$ cat src/rtl/refresh_gen.sv
module refresh_gen #(
  parameter int CNT_W  = 9,
  parameter int ROW_W  = 9,
  parameter int BASE_W = 7,
  parameter int ADDR_W = 20,
  parameter int DATA_W = 9,
  parameter logic [CNT_W-1:0] RST_INTERVAL = '1
) (
  input  logic              clk,
  input  logic              rst_n,
  input  logic              cfg_we,
  input  logic [1:0]        cfg_sel,
  input  logic [DATA_W-1:0] cfg_wdata,
  output logic              rfsh_req,
  input  logic              rfsh_gnt,
  output logic [ADDR_W-1:0] rfsh_addr
);
  localparam int BASE_LSB = ADDR_W - BASE_W;
  localparam int GAP_W    = BASE_LSB - ROW_W - 1;

  logic [CNT_W-1:0]  reload, cnt;
  logic [BASE_W-1:0] base;
  logic [ROW_W-1:0]  row;
  logic              en;

  wire expire = en && (cnt == '0);
  wire taken  = rfsh_req && rfsh_gnt;

  always_ff @(posedge clk or negedge rst_n)
    if (!rst_n) begin
      reload <= RST_INTERVAL;
      base   <= '0;
      en     <= 1'b0;
    end else if (cfg_we) begin
      case (cfg_sel)
        2'd0: reload <= cfg_wdata[CNT_W-1:0];
        2'd1: base   <= cfg_wdata[BASE_W-1:0];
        2'd2: en     <= cfg_wdata[0];
        default: ;
      endcase
    end

  always_ff @(posedge clk or negedge rst_n)
    if (!rst_n)                cnt <= RST_INTERVAL;
    else if (!en || expire)    cnt <= reload;
    else                       cnt <= cnt - 1'b1;

  always_ff @(posedge clk or negedge rst_n)
    if (!rst_n) rfsh_req <= 1'b0;
    else        rfsh_req <= expire || (en && rfsh_req && !rfsh_gnt);

  always_ff @(posedge clk or negedge rst_n)
    if (!rst_n)     row <= '0;
    else if (taken) row <= row + 1'b1;

  assign rfsh_addr = {base, {GAP_W{1'b0}}, row, 1'b0};

  a_r3_hold_until_grant: assert property (@(posedge clk) disable iff (!rst_n)
    (rfsh_req && !rfsh_gnt && en) |=> rfsh_req);

  a_r2_rise_on_expiry: assert property (@(posedge clk) disable iff (!rst_n)
    $rose(rfsh_req) |-> $past(cnt) == '0);

  a_r7_off_no_request: assert property (@(posedge clk) disable iff (!rst_n)
    !en |=> !rfsh_req);

  a_r6_row_step: assert property (@(posedge clk) disable iff (!rst_n)
    taken |=> rfsh_addr[ROW_W:1] == $past(rfsh_addr[ROW_W:1]) + 1'b1);

  a_r8_row_idle: assert property (@(posedge clk) disable iff (!rst_n)
    !taken |=> $stable(rfsh_addr[ROW_W:1]));

  a_r10_base_write: assert property (@(posedge clk) disable iff (!rst_n)
    (cfg_we && cfg_sel == 2'd1) |=> rfsh_addr[ADDR_W-1:BASE_LSB] == $past(cfg_wdata[BASE_W-1:0]));
endmodule

$ cat config.mk
export PLATFORM = sky130hd
export DESIGN_NAME = refresh_gen
export DESIGN_NICKNAME = d
export VERILOG_FILES = /design/src/rtl/refresh_gen.sv
export SDC_FILE = /design/constraint.sdc
export NUM_CORES = 1
export LEC_CHECK = 0
export BUFFER_PORTS_ARGS = -buffer_cell sky130_fd_sc_hd__buf_2
export CORE_ASPECT_RATIO = 0.5
export CORE_MARGIN = 4
export CORE_UTILIZATION = 56
export CTS_CLUSTER_SIZE = 10
export DETAILED_ROUTE_END_ITERATION = 8
export PLACE_DENSITY = 0.82
export SETUP_SLACK_MARGIN = 0.5
export SLEW_MARGIN = 25
export SYNTH_ARGS = -nofsm -noshare
export SYNTH_HDL_FRONTEND = slang
export SYNTH_SLANG_ARGS = --single-unit
$ cat constraint.sdc
create_clock -name clk -period 2.6 [get_ports clk]
set_clock_uncertainty 0.1 [all_clocks]
set_input_delay 0.78 -clock clk [delete_from_list [all_inputs] [get_ports clk]]
set_output_delay 0.78 -clock clk [all_outputs]
set_load 0.05 [all_outputs]
==> metrics.txt <==
final critical path time including I/O delays and setup 1.877 ns; remaining max-slew budget at the tightest pin 0.5004; Arrival @ worst endpoint 1.98 ns; category of the most critical setup path reg2reg; core outline area 0.002651 mm²; leakage 0.8508 nW; share of post-route cells with drive strength above 1 0.4667; run status finished clean; fin worst setup slack 0.7228 ns; total clock buffers created by CTS 5; VDD IR-drop max 595.5 µV; number of antenna violations at the first check in global routing 0; transition time at the pin with the least slew margin 0.7494 ns; Layout Nets 181; global router's overall resource usage 0.1664; initial core utilization 0.5993; global-route wire length before repair 4.692 mm; met3 routed wirelength 149 µm; Die Outline Area 0.003805 mm²; antenna diode instance count 0; filler cell count 174; final instance count without filler cells 202; category of the worst setup path launch point flop; WP data required 2.70 ns; largest incremental delay on the critical path 0.51 ns; detailed-route wire length per cell 13.37 µm; worst hold-check path type reg2reg; Crit path buffers/inverters 1; Longest Clk Path Bufs 2; hold-fix buffer count after cts 0; final hold violation count 0; area of the mapped netlist 0.001589 mm²; gate family responsible for the most delay along the worst path simple AND/OR/NAND/NOR gates; pre-CTS setup slack 0.7317 ns; clock tree from TritonCTS built; depth of the CTS H-tree 2; Max-Cap Viols 0; residual overflow from global routing 0; count of synthesis-stage warnings from yosys 0; setup repair after global routing missed its margin no; clock-pin slew reported for the worst setup and hold paths after clock tree synthesis 0.07 ns; maximum fanout encountered on the critical timing path 17; vias in the first global route 1025; number of top-level pins 36; maximum frequency from static timing analysis 532.7 MHz; CTS root buf sky130_fd_sc_hd__clkbuf_8; area growth from synthesis to layout 16.69%; CTS-repair resized insts 0; insertion delay to the later sink of the worst-skew pair 0.28 ns; largest net degree at the start of global routing 37; HPWL Detailed 2.018 mm; number of remaining DRC errors 0; DRT antenna net count 0; final clock period utilization by the worst path 0.7220; highest metal layer with signal wires met4; number of setup buffers added after CTS 0; max-slew violation total from the final report 0; Critical Path, Cell by Cell inv_1 -> ha_1 -> or4b_4 -> o21ai_4 -> nand2_1 -> o21ai_0; Total Neg Setup Slack 0 ns; Pre-antenna DRT Iters 4; flip-flop and latch count after synthesis 36; overall die height 45.67 µm; power density over cell area 935.8 mW/mm²; Placed Instances 194; drt total wl 2.700 mm; number of clock sinks 36; final hold slack 0.3653 ns; multi-input logic area 620.6 µm²; CP Capture Type flop; weighted congestion at the end of routability-driven global placement 0.8130; 1st-iter DRT viols 34; total vias in the final route 1039; metal1 wirelength 1.217 mm; CP max-delay cell sky130_fd_sc_hd__or4b_4; number of core rows 13; synthesized instance count 128; Via density 5.144; count of cell types in the netlist 25; count of final setup violators 0; sequential cell area in the final layout 923.4 µm²; routed length on met2 1.253 mm; post-layout total power 0.001735 W; die extent in x 83.34 µm; port buffer count 31; register area share after synthesis 0.5811; mean instance size in the synthesized netlist 12.41 µm²
-- final cells by class --
| class | count | share of cell area |
|---|---|---|
| repair buffers | 32 | 0.08772 |
| inverters | 3 | 0.006073 |
| clock buffers | 8 | 0.04858 |
| flip-flops and latches | 36 | 0.4980 |
| multi-input cells | 86 | 0.3347 |
| well taps | 37 | 0.02497 |
-- final timing paths --
check                      startpoint       to  slack (ns)  depth (start not counted)
min in group asynchronous       rst_n  base[6]        0.46                          1
min reg2reg                 reload[8]   cnt[8]        0.37                          2
max in group asynchronous       rst_n   row[8]        1.46                          1
max reg2reg                    cnt[0]   cnt[0]        0.72                          6
max                            cnt[0]   cnt[0]        0.72                          6
min                         reload[8]   cnt[8]        0.37                          2
-- logic make-up (layout without fill, tap and decap cells) --
group,count (synthesis),after routing,share of synthesized area
muxes,18,18,0.1276
xor gates and xnor gates,14,14,0.07717
and+or+nand+nor,37,37,0.1157
buffers and inverters,9,43,0.03543
AOI/OAI and AO/OA,11,11,0.04489
DFF,36,36,0.5811
adders and majority gates,2,2,0.01575
other,1,4,0.002360
-- layout by cell type, fill, tap and decap left out --
cell type,n
sky130_fd_sc_hd__and2_1,1
sky130_fd_sc_hd__and3_1,1
sky130_fd_sc_hd__buf_2,31
sky130_fd_sc_hd__buf_4,1
sky130_fd_sc_hd__clkbuf_1,2
sky130_fd_sc_hd__clkbuf_8,6
sky130_fd_sc_hd__conb_1,4
sky130_fd_sc_hd__dfrtp_1,18
sky130_fd_sc_hd__dfstp_2,18
sky130_fd_sc_hd__ha_1,2
sky130_fd_sc_hd__inv_1,3
sky130_fd_sc_hd__mux2_2,18
sky130_fd_sc_hd__nand2_1,15
sky130_fd_sc_hd__nand3_1,7
sky130_fd_sc_hd__nand3b_1,2
sky130_fd_sc_hd__nor2_1,6
sky130_fd_sc_hd__nor3_1,2
sky130_fd_sc_hd__nor3b_1,1
sky130_fd_sc_hd__o21ai_0,8
sky130_fd_sc_hd__o21ai_4,1
sky130_fd_sc_hd__o22ai_1,1
sky130_fd_sc_hd__o311ai_0,1
sky130_fd_sc_hd__or4_4,1
sky130_fd_sc_hd__or4b_4,1
sky130_fd_sc_hd__xnor2_1,8
sky130_fd_sc_hd__xor2_1,6
-- through the flow --
stage / instance area, µm² / utilization
CTS: 1854 / 0.6994
floorplan: 1600 / -
global placement: 1764 / 0.6654
global route: 1854 / 0.6994
detailed placement: 1764 / 0.6654
finish: 1854 / 0.6994
-- synthesized netlist by cell type, drive strengths merged --
cell type,instances,area share
inv,3,0.0071
mux2,18,0.13
and2,1,0.0039
dfstp,18,0.30
ha,2,0.016
nor3b,1,0.0047
o22ai,1,0.0039
nor3,2,0.0063
dfrtp,18,0.28
buf,5,0.026
xor2,6,0.033
nand3b,2,0.0094
o21ai,9,0.035
and3,1,0.0039
or4b,1,0.0087
o311ai,1,0.0055
nand3,7,0.022
conb,1,0.0024
or4,1,0.0071
xnor2,8,0.044
clkbuf,1,0.0024
nand2,15,0.035
nor2,6,0.014
-- power breakdown --
part	internal [W]	switching [W]	leakage (nW)
clock network	0.000216	0.000182	0.0455
registers	0.000754	0.000112	0.422
logic	0.000185	0.000286	0.383
total	0.00116	0.000580	0.851
-- tightest hold or removal path: cells and delay by family (launching register included) --
family / cells / cell delay, ns
DFF: 1 / 0.38
and+or+nand+nor: 2 / 0.09
-- flip-flops by register name (all words and copies together) (netlist names) --
register  flops
cnt           9
reload        9
row           9
base          7
en            1
rfsh_req      1
-- routing by layer --
| metal | track usage | up-vias |
|---|---|---|
| met5 | 0 | - |
| met4 | 0.1010 | 0 |
| met3 | 0.05596 | 9 |
| met2 | 0.2659 | 28 |
| met1 | 0.2030 | 505 |
| li1 | - | 497 |
Power figures use the tool's default switching activity.
